[config.mk]
export PLATFORM = sky130hd
export DESIGN_NAME = sfs_status_unit
export DESIGN_NICKNAME = d
export VERILOG_FILES = /design/src/rtl/sfs_pkg.sv /design/src/rtl/sfs_level_decode.sv /design/src/rtl/sfs_rx_timeout.sv /design/src/rtl/sfs_irq_regs.sv /design/src/rtl/sfs_status_unit.sv
export SDC_FILE = /design/constraint.sdc
export NUM_CORES = 1
export LEC_CHECK = 0
export ABC_AREA = 1
export BUFFER_PORTS_ARGS = -buffer_cell sky130_fd_sc_hd__clkbuf_2
export CORE_MARGIN = 2
export CORE_UTILIZATION = 51
export CTS_CLUSTER_SIZE = 14
export DETAILED_ROUTE_END_ITERATION = 6
export PLACE_DENSITY = 0.85
export SLEW_MARGIN = 20
export SYNTH_ARGS = -nofsm -noshare
export SYNTH_HDL_FRONTEND = slang
export SYNTH_SLANG_ARGS = --single-unit
[constraint.sdc]
create_clock -name clk -period 2.2 [get_ports clk]
set_input_delay 0.55 -clock clk [delete_from_list [all_inputs] [get_ports clk]]
set_output_delay 0.55 -clock clk [all_outputs]
set_load 0.05 [all_outputs]
[src/rtl/sfs_pkg.sv]
package sfs_pkg;

  localparam int IRQ_N = 4;
  localparam int IRQ_OVR = 0;
  localparam int IRQ_TMO = 1;
  localparam int IRQ_RXH = 2;
  localparam int IRQ_TXH = 3;

  localparam int ST_W = 5;

  typedef enum logic [2:0] {
    RA_MASK = 3'd0,
    RA_RAW  = 3'd1,
    RA_MIS  = 3'd2,
    RA_CLR  = 3'd3,
    RA_DMA  = 3'd4,
    RA_STAT = 3'd5
  } reg_addr_e;

  // status word from fill levels
  function automatic logic [ST_W-1:0] status_word(int unsigned depth, int unsigned tx,
                                                  int unsigned rx, logic busy);
    logic [ST_W-1:0] s;
    s[0] = (tx == 0);
    s[1] = (tx < depth);
    s[2] = (rx != 0);
    s[3] = (rx == depth);
    s[4] = busy | (tx != 0);
    return s;
  endfunction

  function automatic logic rx_half(int unsigned depth, int unsigned rx);
    return rx >= depth / 2;
  endfunction

  function automatic logic tx_half(int unsigned depth, int unsigned tx);
    return tx <= depth / 2;
  endfunction

  function automatic int unsigned tmo_limit(int unsigned sclk_cycles, int unsigned div);
    return sclk_cycles * div;
  endfunction

endpackage

[src/rtl/sfs_level_decode.sv]
module sfs_level_decode
  import sfs_pkg::*;
#(
  parameter int DEPTH = 8,
  parameter int LW = $clog2(DEPTH + 1)
) (
  input  logic [LW-1:0]   tx_level,
  input  logic [LW-1:0]   rx_level,
  input  logic            busy_in,
  output logic [ST_W-1:0] status_o,
  output logic            rx_half_o,
  output logic            tx_half_o,
  output logic            rx_full_o,
  output logic            rx_nonempty_o,
  output logic            tx_notfull_o
);

  always_comb begin
    status_o      = status_word(DEPTH, int'(tx_level), int'(rx_level), busy_in);
    rx_half_o     = rx_half(DEPTH, int'(rx_level));
    tx_half_o     = tx_half(DEPTH, int'(tx_level));
    rx_full_o     = status_o[3];
    rx_nonempty_o = status_o[2];
    tx_notfull_o  = status_o[1];
  end

endmodule

[src/rtl/sfs_rx_timeout.sv]
module sfs_rx_timeout #(
  parameter int LIMIT = 128,
  parameter int CW = $clog2(LIMIT + 1)
) (
  input  logic clk,
  input  logic rst_n,
  input  logic rx_nonempty,
  input  logic rx_push,
  input  logic rx_pop,
  output logic expire_o
);

  localparam logic [CW-1:0] LIM_C  = CW'(LIMIT);
  localparam logic [CW-1:0] LIM_M1 = CW'(LIMIT - 1);

  logic [CW-1:0] cnt_q;
  logic          restart;

  assign restart  = rx_push | rx_pop | ~rx_nonempty;
  assign expire_o = ~restart & (cnt_q == LIM_M1);

  // saturates at LIMIT so the event fires once per idle stretch
  always_ff @(posedge clk or negedge rst_n) begin
    if (!rst_n)              cnt_q <= '0;
    else if (restart)        cnt_q <= '0;
    else if (cnt_q != LIM_C) cnt_q <= cnt_q + 1'b1;
  end

  // any strobe restarts the count
  a_r5_restart: assert property (@(posedge clk) disable iff (!rst_n)
    (rx_push || rx_pop) |=> (cnt_q == '0));

  // expiry only with data waiting
  a_r4_expire_has_data: assert property (@(posedge clk) disable iff (!rst_n)
    expire_o |-> rx_nonempty);

  a_r4_cnt_bound: assert property (@(posedge clk) disable iff (!rst_n)
    cnt_q <= LIM_C);

  // at most one expiry per stretch
  a_r4_single_fire: assert property (@(posedge clk) disable iff (!rst_n)
    expire_o |=> !expire_o);

endmodule

[src/rtl/sfs_irq_regs.sv]
module sfs_irq_regs
  import sfs_pkg::*;
(
  input  logic             clk,
  input  logic             rst_n,
  input  logic             ovr_set,
  input  logic             tmo_set,
  input  logic             rx_half,
  input  logic             tx_half,
  input  logic             rx_nonempty,
  input  logic             tx_notfull,
  input  logic [ST_W-1:0]  status_in,
  input  logic [2:0]       reg_addr,
  input  logic             reg_wr,
  input  logic [7:0]       reg_wdata,
  output logic [7:0]       reg_rdata,
  output logic [IRQ_N-1:0] raw_o,
  output logic [IRQ_N-1:0] mis_o,
  output logic             irq_o,
  output logic             dma_rx_o,
  output logic             dma_tx_o
);

  logic [IRQ_N-1:0] mask_q;
  logic [1:0]       dma_en_q;
  logic [1:0]       sticky_q;
  logic [1:0]       sticky_set;
  logic [1:0]       clr_hit;
  logic             wr_mask, wr_dma, wr_clr;
  logic             unused_wdata;

  assign wr_mask = reg_wr && (reg_addr == RA_MASK);
  assign wr_dma  = reg_wr && (reg_addr == RA_DMA);
  assign wr_clr  = reg_wr && (reg_addr == RA_CLR);
  assign clr_hit = wr_clr ? reg_wdata[1:0] : 2'b00;
  assign sticky_set = {tmo_set, ovr_set};
  assign unused_wdata = ^reg_wdata[7:4];

  always_ff @(posedge clk or negedge rst_n) begin
    if (!rst_n) begin
      mask_q   <= '0;
      dma_en_q <= '0;
    end else begin
      if (wr_mask) mask_q   <= reg_wdata[IRQ_N-1:0];
      if (wr_dma)  dma_en_q <= reg_wdata[1:0];
    end
  end

  // sticky sources: set has priority over clear
  for (genvar g = 0; g < 2; g++) begin : g_sticky
    always_ff @(posedge clk or negedge rst_n) begin
      if (!rst_n) sticky_q[g] <= 1'b0;
      else        sticky_q[g] <= sticky_set[g] | (sticky_q[g] & ~clr_hit[g]);
    end
  end

  assign raw_o[IRQ_OVR] = sticky_q[0];
  assign raw_o[IRQ_TMO] = sticky_q[1];
  assign raw_o[IRQ_RXH] = rx_half;
  assign raw_o[IRQ_TXH] = tx_half;

  for (genvar g = 0; g < IRQ_N; g++) begin : g_mis
    assign mis_o[g] = raw_o[g] & mask_q[g];
  end

  assign irq_o    = |mis_o;
  assign dma_rx_o = dma_en_q[0] & rx_nonempty;
  assign dma_tx_o = dma_en_q[1] & tx_notfull;

  always_comb begin
    case (reg_addr)
      RA_MASK: reg_rdata = {4'b0, mask_q};
      RA_RAW:  reg_rdata = {4'b0, raw_o};
      RA_MIS:  reg_rdata = {4'b0, mis_o};
      RA_DMA:  reg_rdata = {6'b0, dma_en_q};
      RA_STAT: reg_rdata = {3'b0, status_in};
      default: reg_rdata = 8'h00;
    endcase
  end

  a_r3_ovr_set: assert property (@(posedge clk) disable iff (!rst_n)
    ovr_set |=> raw_o[IRQ_OVR]);

  a_r3_ovr_hold: assert property (@(posedge clk) disable iff (!rst_n)
    (raw_o[IRQ_OVR] && !(wr_clr && reg_wdata[0])) |=> raw_o[IRQ_OVR]);

  a_r4_tmo_hold: assert property (@(posedge clk) disable iff (!rst_n)
    (raw_o[IRQ_TMO] && !(wr_clr && reg_wdata[1])) |=> raw_o[IRQ_TMO]);

  a_r6_ovr_clear: assert property (@(posedge clk) disable iff (!rst_n)
    (wr_clr && reg_wdata[0] && !ovr_set) |=> !raw_o[IRQ_OVR]);

  a_r6_tmo_clear: assert property (@(posedge clk) disable iff (!rst_n)
    (wr_clr && reg_wdata[1] && !tmo_set) |=> !raw_o[IRQ_TMO]);

  a_r7_irq_needs_mask: assert property (@(posedge clk) disable iff (!rst_n)
    irq_o |-> (mask_q != '0));

  a_r8_dma_rx_data: assert property (@(posedge clk) disable iff (!rst_n)
    dma_rx_o |-> status_in[2]);

endmodule

[src/rtl/sfs_status_unit.sv]
module sfs_status_unit
  import sfs_pkg::*;
#(
  parameter int FIFO_DEPTH = 8,
  parameter int TMO_SCLK   = 32,
  parameter int SCLK_DIV   = 4,
  parameter int LW         = $clog2(FIFO_DEPTH + 1)
) (
  input  logic             clk,
  input  logic             rst_n,
  input  logic [LW-1:0]    tx_level,
  input  logic [LW-1:0]    rx_level,
  input  logic             rx_push,
  input  logic             rx_pop,
  input  logic             engine_busy,
  input  logic [2:0]       reg_addr,
  input  logic             reg_wr,
  input  logic [7:0]       reg_wdata,
  output logic [7:0]       reg_rdata,
  output logic [ST_W-1:0]  status,
  output logic [IRQ_N-1:0] irq_raw,
  output logic [IRQ_N-1:0] irq_masked,
  output logic             irq,
  output logic             dma_rx_req,
  output logic             dma_tx_req
);

  localparam int TMO_LIMIT = tmo_limit(TMO_SCLK, SCLK_DIV);
  localparam logic [LW-1:0] DEPTH_C = LW'(FIFO_DEPTH);

  logic rx_half, tx_half, rx_full, rx_nonempty, tx_notfull;
  logic ovr_event, tmo_event;

  sfs_level_decode #(.DEPTH(FIFO_DEPTH), .LW(LW)) u_decode (
    .tx_level      (tx_level),
    .rx_level      (rx_level),
    .busy_in       (engine_busy),
    .status_o      (status),
    .rx_half_o     (rx_half),
    .tx_half_o     (tx_half),
    .rx_full_o     (rx_full),
    .rx_nonempty_o (rx_nonempty),
    .tx_notfull_o  (tx_notfull)
  );

  assign ovr_event = rx_push & rx_full;

  sfs_rx_timeout #(.LIMIT(TMO_LIMIT)) u_tmo (
    .clk         (clk),
    .rst_n       (rst_n),
    .rx_nonempty (rx_nonempty),
    .rx_push     (rx_push),
    .rx_pop      (rx_pop),
    .expire_o    (tmo_event)
  );

  sfs_irq_regs u_regs (
    .clk         (clk),
    .rst_n       (rst_n),
    .ovr_set     (ovr_event),
    .tmo_set     (tmo_event),
    .rx_half     (rx_half),
    .tx_half     (tx_half),
    .rx_nonempty (rx_nonempty),
    .tx_notfull  (tx_notfull),
    .status_in   (status),
    .reg_addr    (reg_addr),
    .reg_wr      (reg_wr),
    .reg_wdata   (reg_wdata),
    .reg_rdata   (reg_rdata),
    .raw_o       (irq_raw),
    .mis_o       (irq_masked),
    .irq_o       (irq),
    .dma_rx_o    (dma_rx_req),
    .dma_tx_o    (dma_tx_req)
  );

  // input assumption checked: levels within range
  a_r1_level_range: assert property (@(posedge clk) disable iff (!rst_n)
    (tx_level <= DEPTH_C) && (rx_level <= DEPTH_C));

  // full queue plus arriving frame raises overrun
  a_r3_full_push: assert property (@(posedge clk) disable iff (!rst_n)
    (rx_push && rx_level == DEPTH_C) |=> irq_raw[IRQ_OVR]);

  // transmit request only with room
  a_r8_dma_tx_room: assert property (@(posedge clk) disable iff (!rst_n)
    dma_tx_req |-> (tx_level != DEPTH_C));

endmodule

* Yosys cells after proc, flatten, opt, wreduce, memory -nomap -nowiden
Cells that the tools add are included.
** Cells by class
- Order comparisons :: 3
- Add/subtract/negate cells :: 1
- Eq/ne operators :: 8
- Multiplexer cells :: 4
- Bitwise gates (word level) :: 19
- Reductions and logical operators :: 9
** Operators by type and width (number)
- one-hot mux 5 bit (5 select lines) :: 1
- two-way mux 8 bit :: 2
- bitwise AND 1 bit :: 10
- adder 8 x 1 -> 8 bit, second input constant :: 1
- equality test 8 x 7 -> 1 bit, second input constant :: 1
- != test 8 bit, second input constant :: 1
- nonzero test 4 bit :: 2
- equality test 3 x 2 -> 1 bit, second input constant :: 2
- equality test 3 bit, second input constant :: 2
- OR 1 bit :: 5
- equality test 4 bit, second input constant :: 1
- >= comparator 4 x 3 -> 1 bit, second input constant :: 1
- <= comparator 4 x 3 -> 1 bit, second input constant :: 1
- zero test 4 bit :: 1
- < comparator 4 bit, second input constant :: 1
- inverter 1 bit :: 4
- OR reduction 4 bit :: 1
- equality test 3 x 1 -> 1 bit, second input constant :: 1
- logical AND 1 bit :: 3
- zero test 3 bit :: 1
- two-way mux 2 bit :: 1
- nonzero test 2 bit :: 1
** Storage, ports and cells
- Flip-flop bits (word level) :: 16
- Output and inout port bits :: 24

* Longest topological paths before layout
Gate-level depths: netlist of run 1.
- Depth in word-level cells :: 6
- Gate-level depth with buffers :: 9
- Depth with buffers taken out :: 9

* By module
From an unflattened synthesis of run 1, not the netlist that was laid out.
** Unflattened totals
- Cells, all modules :: 182
- Area, all modules :: 1222.4 sq um
** By module, submodules not included
- sfs_irq_regs :: instances 1, area each 643.1 sq um, cells each 92, seq. area each 200.2 sq um
- sfs_rx_timeout :: instances 1, area each 475.5 sq um, cells each 68, seq. area each 200.2 sq um
- sfs_level_decode :: instances 1, area each 96.3 sq um, cells each 20, seq. area each 0.0 sq um
- sfs_status_unit :: instances 1, area each 7.5 sq um, cells each 2, seq. area each 0.0 sq um

* Worst setup path before layout of run 1
Ideal clock, no wire load.
- Path kind :: input-to-output
- Start :: input tx_level[1]
- End :: output reg_rdata[0]
- Arrival time :: 1.563 ns
- Cell stages on the path :: 5
- Buffers on the path :: 0
- Data required time :: 1.650 ns
- Setup slack :: 0.087 ns
- Cells stage by stage :: nor2_1 -> nand3_1 -> inv_1 -> nand2_1 -> nand4_1
** On the way
- Longest elaborated chain between the ends :: 2
** RTL lines
- from (decl) :: line sfs_status_unit.sv:11 : input logic [LW-1:0] tx_level,
- zero test 4 bit :: line sfs_pkg.sv:24 : s[0] = (tx == 0);
- via status[0] :: line sfs_status_unit.sv:20 : output logic [ST_W-1:0] status,
- one-hot mux 5 bit (5 select lines) :: line sfs_irq_regs.sv:71 : case (reg_addr)
- to (decl) :: line sfs_status_unit.sv:19 : output logic [7:0] reg_rdata,
The timed path passes the listed nets, and every way through them passes these cells.

* Worst setup path after layout of run 1
- Start :: input reg_addr[1]
- End :: output reg_rdata[2]
** On the way
- Longest elaborated chain between the ends :: 2
- Elaborated cells between the ends (all ways) :: 6
- Those cells by class :: eq/ne (4); mux (1); reduce/logical (1)
** RTL lines
- from (decl) :: line sfs_status_unit.sv:16 : input logic [2:0] reg_addr,
- equality test 3 bit (tied with other cells) :: line sfs_irq_regs.sv:71
- one-hot mux 5 bit (5 select lines) (*) :: line sfs_irq_regs.sv:71
Mark *: on every way between the ends. The rest lies on a longest branch, timed or not.

==> results of run 1 <==
[power groups by stage]
stage	clock network (uW)	registers, uW	logic (uW)
after floorplan	0	366	219
after global placement	0	353	300
after detailed placement	0	354	304
after CTS	198	348	304
after global routing	205	354	325
final	193	348	301
[cells in the mapped netlist, drive strengths merged]
cell type and number:
nand2 51, inv 29, nor2 28, dfrtp 16
nand3 12, buf 8, o21ai 8, nand4 7
ha 2, nor3 2, o211ai 2, a21oi 1
conb 1, nor3b 1, or2 1, xnor2 1
xor2 1
[metrics by stage]
| stage | hold WS (ns) | area [um^2] | utilization (%) |
|---|---|---|---|
| after global routing | 0.182 | 1370 | 63.1 |
| after global placement | 0.486 | 1330 | 61.4 |
| after detailed placement | 0.489 | 1330 | 61.4 |
| after CTS | 0.165 | 1370 | 63.1 |
| after floorplan | 0.254 | 1150 | - |
| final | 0.155 | 1370 | 63.1 |
[state kept, by name, summed over array words and instances, names as in the netlist]
register / cells
u_regs.dma_en_q: 2
u_tmo.cnt_q: 8
u_regs.raw_o: 2
u_regs.mask_q: 4
[cells by family (layout without fill, tap and decap cells)]
group / after synthesis / in the layout
AOI/OAI and AO/OA: 11 / 11
adders and majority gates: 2 / 2
and+or+nand+nor: 102 / 102
DFF: 16 / 16
xor gates and xnor gates: 2 / 2
buffers and inverters: 37 / 74
other: 1 / 3
[placed cells by master, fill, tap and decap left out, drive strengths merged]
master  synthesis  routed
nand2          51      51
clkbuf          0      45
inv            29      29
nor2           28      28
dfrtp          16      16
nand3          12      12
o21ai           8       8
nand4           7       7
conb            1       3
o211ai          2       2
ha              2       2
nor3            2       2
or2             1       1
a21oi           1       1
nor3b           1       1
xnor2           1       1
xor2            1       1
[metal layers]
layer | global-route usage [%] | wire length (um) | vias up
li1 | - | - | 596
met1 | 21.9 | 1000 | 477
met5 | 0 | 0 | -
met3 | 1.75 | 111 | 5
met4 | 9.21 | 46 | 0
met2 | 34.6 | 1090 | 30
[worst min-delay path by stage]
stage / cells past startpoint / endpoint
floorplan: 0 / u_regs.dma_en_q[0]$_DFFE_PN0P_
global placement: 1 / u_tmo.cnt_q[3]$_DFFE_PN0P_
detailed placement: 1 / u_tmo.cnt_q[3]$_DFFE_PN0P_
CTS: 1 / u_tmo.cnt_q[3]$_DFFE_PN0P_
global route: 1 / u_tmo.cnt_q[3]$_DFFE_PN0P_
finish: 1 / u_tmo.cnt_q[3]$_DFFE_PN0P_
[area by class of cell]
| type | instances | area, um^2 | area share [%] |
|---|---|---|---|
| timing repair buffer | 41 | 205 | 15.0 |
| inverter | 29 | 109 | 7.95 |
| clock buffer | 4 | 36.3 | 2.65 |
| sequential | 16 | 400 | 29.3 |
| tap | 28 | 35.0 | 2.56 |
| multi-input combinational | 120 | 583 | 42.6 |
==> metrics.cfg, run 1 <==
[run_status]
status = finished, final reports clean

[floorplanning]
initial_core_util_pct = 52.8
die_h_um = 51.4
io_pins = 49
rows = 17
coreArea_mm2 = 0.00217
die_x_um = 51.4
die-area_mm2 = 0.00264

[logic_synthesis]
synth_top_area_share_pct = 35.0
yosys.area_share.adder_pct = 2.19
syn_area_per_cell_um2 = 6.70
synthCells = 171
synth_cell_type_count = 23
synth_compound_area_share_pct = 5.25
yosysWarnings = 0
yosysSeqAreaShare_pct = 35.0
yosys.area.top_type = dfrtp_1
synth-simple-area-share_pct = 41.0
synth.area.top_cells = dfrtp_1 (35%), nand2_1 (16%), inv_1 (8.9%), nor2_1 (6.9%), nand3_1 (5.2%)
synthMuxAreaShare_pct = 0
synth_top_family_by_area = simple AND/OR/NAND/NOR gates
ys_ff_latch = 16
synth_xor_area_share_pct = 1.53
netlist_area_mm2 = 0.00114

[routing]
drt_wl_total_um = 2250
ant_nets = 0
first_pass_iters = 4
wl_per_cell_um = 9.44
drt_iter0_drc = 2
via_per_inst = 4.66
num_vias = 1108
drc = 0

[timing]
final-setup-viol-count = 0
finClkSkew_ns = 0.000560
slew_viol_final = 0
clock.fmax_mhz = 481
fin_ws_ns = 0.120
rsz0062_at_grt = no
finalCritPeriodShare_pct = 94.5
period_needed_ns = 2.08
hold_viol = 0
setup_tns_ns = 0

[power_and_ir_drop]
power_leakage_uw = 0.000783
internal_power_uw = 493
clkPwrFrac_pct = 23.0
seqPwrFrac_pct = 41.3
vdd_drop_max_mv = 0.323
p_per_area_mw_per_mm2 = 616
p_comb_share_pct = 35.8
sw_frac_of_total_pct = 41.5
power_uw = 843
p_switching_uw = 349

[cells_and_area]
fin_nets = 238
final_cells = 238
fillers = 215
area_growth_pct = 19.6
drive_above_1_share_pct = 27.6
diodes = 0

[run]
cap_violations = 0

[clocking]
postCtsSetupBuffers = 0
clock-sinks = 16
hold_buffers = 0
clock_latency_ns = 0.29
path_clk_slew_ns = 0.09
cts_htree_levels = 1
cts_tree = done
cts_buffer_depth = 2
ctsResizeCount = 0
cts_buffers = 3
clockRootBuffer = clkbuf_4

[place]
placed_cells = 234
dp_slack_ns = 0.116
post-dp-hpwl_um = 1910
numPortBuffers = 41
gp_congestion = 0.776

[setup_path]
r2r_setup_slack_ns = 0.81
end_kind = primary output
endpoint = reg_rdata[2]
cp_top_family = buffers and inverters
worst-path-stages = 7
worstPathArrival_ns = 1.53
critical_path_buf_inv_count = 3
required_ns = 1.65
worstPathMaxFanout = 5
worstReg2RegStart = u_tmo.cnt_q[0]$_DFFE_PN0P_
max_stage_delay_ns = 0.27
crit_start = reg_addr[1]
worstSetupPathType = in -> out
startpoint_type = input port
reg2regPathDepth = 9
worstPathCellList = clkbuf_2, inv_2, nand2_1, nor2_2, nand2_1, nand4_1, clkbuf_2
crit_path_top_delay_cell = clkbuf_2
worstReg2RegEnd = u_tmo.cnt_q[0]$_DFFE_PN0P_

[grt]
grt_pass1_vias = 965
gr-total-overflow = 0
grt_start_max_net_pins = 17
gr-usage-all-layers_pct = 18.9
grt_pass1_wl_um = 3770
antenna_found_initial = 0

[min_path]
hp-class = in -> async

Note: power is estimated with default switching activity, not from simulation.
==> run 2, diff against run 1 <==
Settings changed: CORE_UTILIZATION 51 to 25, PLACE_DENSITY 0.85 to not set.
==> metrics.cfg, run 2 (synthesized netlist as in run 1, its figures left out) <==
[clocking]
clockRootBuffer = clkbuf_8  ; was clkbuf_4
path_clk_slew_ns = 0.07  ; was 0.09 ns
postCtsSetupBuffers = 0  ; unchanged
cts_buffers = 3  ; unchanged
clock-sinks = 16  ; unchanged
cts_htree_levels = 1  ; unchanged
clock_latency_ns = 0.26  ; was 0.29 ns
cts_tree = done  ; unchanged
cts_buffer_depth = 2  ; unchanged

[cells_and_area]
design_area_mm2 = 0.00143  ; was 0.00137 mm^2
layout_commonest_cell = nand2_1  ; unchanged
area_growth_pct = 24.5  ; was 19.6%
fin_nets = 239  ; was 238
largest_reg_flops = 8  ; unchanged
regArea_um2 = 400  ; unchanged
fillers = 481  ; was 215
mostFrequentLayoutCells = nand2_1 (48), clkbuf_2 (39), inv_1 (27)  ; was nand2_1 (48), clkbuf_2 (41), inv_1 (27)
top_regs = u_tmo.cnt_q: 8 flops, u_regs.mask_q: 4 flops  ; unchanged
diodes = 0  ; unchanged
drive_above_1_share_pct = 28.0  ; was 27.6%
final_util_pct = 32.5  ; was 63.1%
largest-register = u_tmo.cnt_q  ; unchanged
multi_input_area_um2 = 583  ; unchanged

[floorplanning]
coreArea_mm2 = 0.00438  ; was 0.00217 mm^2
initial_core_util_pct = 26.1  ; was 52.8%
io_pins = 49  ; unchanged
die_h_um = 71.7  ; was 51.4 um
die_x_um = 71.7  ; was 51.4 um
rows = 24  ; was 17
die-area_mm2 = 0.00514  ; was 0.00264 mm^2

[grt]
gr-total-overflow = 0  ; unchanged
antenna_found_initial = 0  ; unchanged
grt_pass1_vias = 1031  ; was 965
grt_pass1_wl_um = 4350  ; was 3770 um
grt_start_max_net_pins = 17  ; unchanged
gr-usage-all-layers_pct = 10.6  ; was 18.9%

[setup_path]
startpoint_type = input port  ; unchanged
required_ns = 1.65  ; about the same
worstPathArrival_ns = 1.54  ; was 1.53 ns
reg2regPathDepth = 9  ; unchanged
end_kind = primary output  ; unchanged
worstPathMaxFanout = 5  ; unchanged
worstSetupPathType = in -> out  ; unchanged

[routing]
first_pass_iters = 4  ; unchanged
drt_iter0_drc = 28  ; was 2
via_per_inst = 4.32  ; was 4.66
drc = 0  ; unchanged
wl_per_cell_um = 9.70  ; was 9.44 um
num_vias = 1136  ; was 1108
ant_nets = 0  ; unchanged
drt_wl_total_um = 2550  ; was 2250 um

[timing]
period_needed_ns = 2.09  ; was 2.08 ns
hold_viol = 0  ; unchanged
finClkSkew_ns = 0.00631  ; was 0.000560 ns
final-setup-viol-count = 0  ; unchanged
finalCritPeriodShare_pct = 94.8  ; was 94.5%
clock.fmax_mhz = 479  ; was 481 MHz
setup_tns_ns = 0  ; unchanged
slew_viol_final = 0  ; unchanged
rsz0062_at_grt = no  ; unchanged

[power_and_ir_drop]
p_per_area_mw_per_mm2 = 645  ; was 616 mW/mm^2
power_leakage_uw = 0.000798  ; was 0.000783 uW
vdd_drop_max_mv = 0.376  ; was 0.323 mV

[place]
post-dp-hpwl_um = 2150  ; was 1910 um
post_dp_cell_area_mm2 = 0.00137  ; was 0.00133 mm^2
gp_congestion = 0.835  ; was 0.776
numPortBuffers = 41  ; unchanged

[run_status]
status = finished, final reports clean  ; unchanged

[min_path]
hp-class = in -> async  ; unchanged

[run]
cap_violations = 0  ; unchanged

[run 2: cell types whose count changed in the layout (fill, tap and decap cells not counted)]
cell / delta
clkbuf_4: -3
clkbuf_8: +3
buf_2: +2
clkbuf_2: -2
buf_4: +1
[run 2: where the power goes]
part	internal, uW	switching, uW
Sequential	322	28.2
Combinational	71.5	231
Clock	159	108
Total	553	367
[run 2: what timing repair did]
| action | in CTS | in global routing |
|---|---|---|
| resized for setup | 0 | 2 |
| hold buffers | 0 | 0 |
| setup endpoints to repair | 0 | 2 |
[run 2: area by class of cell]
| type | instances | area share, % |
|---|---|---|
| inverter | 29 | 7.64 |
| tap | 52 | 4.57 |
| timing repair buffer | 42 | 14.9 |
| sequential | 16 | 28.1 |
| clock buffer | 4 | 3.86 |
| multi-input combinational | 120 | 40.9 |
[run 2: worst paths after layout]
kind / from / end / slack, ns
setup / recovery: reg_addr[1] / reg_rdata[3] / 0.11
hold / removal: rst_n / u_tmo.cnt_q[5]$_DFFE_PN0P_ / 0.21
setup reg to reg: u_tmo.cnt_q[0]$_DFFE_PN0P_ / u_tmo.cnt_q[1]$_DFFE_PN0P_ / 0.81
hold reg to reg: u_regs.mask_q[2]$_DFFE_PN0P_ / u_regs.mask_q[2]$_DFFE_PN0P_ / 0.51
max in group asynchronous: rst_n / u_regs.dma_en_q[1]$_DFFE_PN0P_ / 1.69
min in group clk: u_regs.mask_q[2]$_DFFE_PN0P_ / u_regs.mask_q[2]$_DFFE_PN0P_ / 0.51
[run 2: per-layer routing]
metal / routed length [um] / part of all wire, % / vias up / global-route usage, %
met2: 1170 / 46 / 38 / 18.2
li1: - / - / 600 / -
met1: 1190 / 47 / 494 / 12.9
met5: 0 / 0 / - / 0
met3: 159 / 6.2 / 4 / 2.53
met4: 29 / 1.1 / 0 / 3.77
[run 2: worst max-delay path: stages]
cell	delay [ns]
clkbuf_2	0.13
inv_2	0.09
nand2_1	0.09
nor2_2	0.21
nand2_1	0.09
nand4_1	0.10
clkbuf_2	0.28
[run 2: per-stage QoR]
stage / hold WS, ns / setup slack [ns] / power, uW / cells
6_report: 0.208 / 0.113 / 919 / 263
5_1_grt: 0.244 / 0.00259 / 970 / 263
4_1_cts: 0.223 / 0.108 / 935 / 263
3_5_place_dp: 0.505 / 0.108 / 663 / 259
3_3_place_gp: 0.492 / 0.111 / 659 / 259
2_1_floorplan: 0.254 / 0.0871 / 585 / 173
==> run 3, diff against run 2 <==
Settings changed: CORE_ASPECT_RATIO set to 0.8, CTS_BUF_LIST set to sky130_fd_sc_hd__clkbuf_16, SYNTH_HIERARCHICAL set to 1.
==> metrics.cfg, run 3 <==
[run_status]
status = finished, final reports clean  ; unchanged

[cells_and_area]
final_util_pct = 33.0  ; was 32.5%
drive_above_1_share_pct = 28.2  ; was 28.0%
top_regs = u_tmo/cnt_q: 8 flops, u_regs/mask_q: 4 flops  ; was u_tmo.cnt_q: 8 flops, u_regs.mask_q: 4 flops
mostFrequentLayoutCells = nand2_1 (45), clkbuf_2 (41), inv_1 (29)  ; was nand2_1 (48), clkbuf_2 (39), inv_1 (27)
area_growth_pct = 25.5  ; was 24.5%
fin_nets = 248  ; was 239
diodes = 0  ; unchanged
largest-register = u_tmo/cnt_q  ; was u_tmo.cnt_q
largest_reg_flops = 8  ; unchanged
final_cells = 280  ; was 263
design_area_mm2 = 0.00153  ; was 0.00143 mm^2
layout_commonest_cell = nand2_1  ; unchanged

[clocking]
path_clk_slew_ns = 0.05  ; was 0.07 ns
postCtsSetupBuffers = 0  ; unchanged
cts_htree_levels = 1  ; unchanged
cts_buffers = 3  ; unchanged
cts_buffer_depth = 2  ; unchanged
ctsResizeCount = 0  ; unchanged
clock-sinks = 16  ; unchanged
cts_tree = done  ; unchanged
clockRootBuffer = clkbuf_16  ; was clkbuf_8
hold_buffers = 0  ; unchanged
clock_latency_ns = 0.25  ; was 0.26 ns

[place]
numPortBuffers = 41  ; unchanged
post-dp-hpwl_um = 2320  ; was 2150 um
placed_cells = 276  ; was 259
gp_congestion = 0.763  ; was 0.835
post_dp_cell_area_mm2 = 0.00146  ; was 0.00137 mm^2

[power_and_ir_drop]
vdd_drop_max_mv = 0.325  ; was 0.376 mV
seqPwrFrac_pct = 34.6  ; was 38.1%
p_per_area_mw_per_mm2 = 652  ; was 645 mW/mm^2
p_switching_uw = 367  ; about the same
p_comb_share_pct = 30.2  ; was 32.9%
clkPwrFrac_pct = 35.2  ; was 29.0%
internal_power_uw = 634  ; was 553 uW
sw_frac_of_total_pct = 36.7  ; was 39.9%
power_leakage_uw = 0.000850  ; was 0.000798 uW

[logic_synthesis]
netlist_area_mm2 = 0.00122  ; was 0.00114 mm^2
synthArstFlopShare_pct = 100  ; unchanged
netlist_top_cells_count = nand2_1 (45), inv_1 (29), nand3_1 (18)  ; was nand2_1 (48), inv_1 (27), nor2_1 (21)
synth.area.top_cells = dfrtp_1 (33%), nand2_1 (14%), inv_1 (8.9%), nand3_1 (7.4%), buf_4 (5.5%)  ; was dfrtp_1 (35%), nand2_1 (16%), inv_1 (8.9%), nor2_1 (6.9%), nand3_1 (5.2%)
yosysSeqAreaShare_pct = 32.8  ; was 35.0%
synth_top_family_by_area = simple AND/OR/NAND/NOR gates  ; unchanged
yosys.area_share.adder_pct = 2.05  ; was 2.19%
ys.flop_type = dfrtp_1  ; unchanged
yosysWarnings = 6  ; was 0
synth_xor_area_share_pct = 0.716  ; was 1.53%
synth_top_area_share_pct = 32.8  ; was 35.0%
synth_compound_area_share_pct = 7.57  ; was 5.25%
synth-edff-count = 0  ; unchanged
synthCells = 182  ; was 171
yosysMostFrequentCell = nand2_1  ; unchanged
synthMuxAreaShare_pct = 0  ; unchanged
syn_area_per_cell_um2 = 6.72  ; was 6.70 um^2
yosys.area.top_type = dfrtp_1  ; unchanged
synth_cell_type_count = 26  ; was 23
ys_ff_latch = 16  ; unchanged
synth-simple-area-share_pct = 39.7  ; was 41.0%

[routing]
ant_nets = 0  ; unchanged
wl_per_cell_um = 9.92  ; was 9.70 um
num_vias = 1197  ; was 1136
drc = 0  ; unchanged
via_per_inst = 4.28  ; was 4.32
drt_iter0_drc = 51  ; was 28
first_pass_iters = 4  ; unchanged
drt_wl_total_um = 2780  ; was 2550 um

[setup_path]
crit_path_top_delay_cell = clkbuf_2  ; unchanged
end_kind = primary output  ; unchanged
cp_top_family = buffers and inverters  ; unchanged
worstPathMaxFanout = 9  ; was 5
worstSetupPathType = in -> out  ; unchanged
max_stage_delay_ns = 0.28  ; about the same
worstPathArrival_ns = 1.51  ; was 1.54 ns
critical_path_buf_inv_count = 3  ; unchanged
worstPathCellList = clkbuf_2, inv_2, nor3_2, nand2_1, nand3_1, clkbuf_2  ; was clkbuf_2, inv_2, nand2_1, nor2_2, nand2_1, nand4_1, clkbuf_2
startpoint_type = input port  ; unchanged
required_ns = 1.65  ; about the same
path_common_cell = clkbuf_2

[timing]
setup_tns_ns = 0  ; unchanged
final-setup-viol-count = 0  ; unchanged
slew_viol_final = 0  ; unchanged
finalCritPeriodShare_pct = 93.5  ; was 94.8%
period_needed_ns = 2.06  ; was 2.09 ns
clock.fmax_mhz = 486  ; was 479 MHz
hold_viol = 0  ; unchanged
finClkSkew_ns = 0.00371  ; was 0.00631 ns
rsz0062_at_grt = no  ; unchanged

[grt]
gr-total-overflow = 0  ; unchanged
gr-usage-all-layers_pct = 10.6  ; about the same
grt_pass1_wl_um = 4490  ; was 4350 um
grt_pass1_vias = 1022  ; was 1031
grt_start_max_net_pins = 17  ; unchanged
antenna_found_initial = 0  ; unchanged

[floorplanning]
die_x_um = 82.2  ; was 71.7 um
die_h_um = 66.5  ; was 71.7 um
coreArea_mm2 = 0.00465  ; was 0.00438 mm^2
rows = 22  ; was 24
io_pins = 49  ; unchanged
die-area_mm2 = 0.00547  ; was 0.00514 mm^2
initial_core_util_pct = 26.3  ; was 26.1%

[min_path]
hp-class = in -> async  ; unchanged

[run]
cap_violations = 0  ; unchanged

-- run 3: routing by layer --
layer  routed length (um)  global-route usage, %
met1                 1350                   13.1
met2                 1240                   18.2
met3                  192                   2.85
met4                    0                   2.50
met5                    0                      0
-- run 3: worst paths after layout --
| path | depth (start not counted) | end | start | slack, ns |
|---|---|---|---|---|
| max | 6 | reg_rdata[0] | reg_addr[0] | 0.14 |
| min reg2reg | 2 | u_regs/mask_q[2]$_DFFE_PN0P_ | u_regs/mask_q[2]$_DFFE_PN0P_ | 0.51 |
| min in group clk | 3 | u_regs/mask_q[3]$_DFFE_PN0P_ | reg_wdata[3] | 0.51 |
| min | 1 | u_tmo/cnt_q[0]$_DFFE_PN0P_ | rst_n | 0.22 |
| max reg2reg | 6 | u_regs/raw_o[1]$_DFF_PN0_ | u_tmo/cnt_q[1]$_DFFE_PN0P_ | 0.97 |
| max in group asynchronous | 1 | u_regs/raw_o[0]$_DFF_PN0_ | rst_n | 1.69 |
-- run 3: final cells by class --
class	instances	area, um^2
fillers	526	3120
multi-input cells	124	639
flip-flops and latches	16	400
repair buffers	42	213
inverters	34	128
clock buffers	3	75.1
well taps	60	75.1
clock inverters	1	3.75
-- run 3: kinds of logic after synthesis --
logic type,Yosys count
xor+xnor,1
flops,16
buf+inv,44
fa+ha+maj,2
other cells,1
simple gates,101
compound gates,17
-- run 3: power groups by stage --
stage,Sequential (uW),Clock (uW),Combinational (uW)
global placement,351,0,304
global route,352,387,327
finish,346,353,302
detailed placement,352,0,306
floorplan,358,0,227
CTS,347,369,306
-- run 3: per-stage QoR --
stage	setup slack [ns]	power, uW	hold slack (ns)
finish	0.143	1000	0.221
global route	0.000876	1070	0.247
CTS	0.144	1020	0.237
detailed placement	0.146	657	0.505
global placement	0.150	655	0.492
floorplan	-0.0442	585	0.254
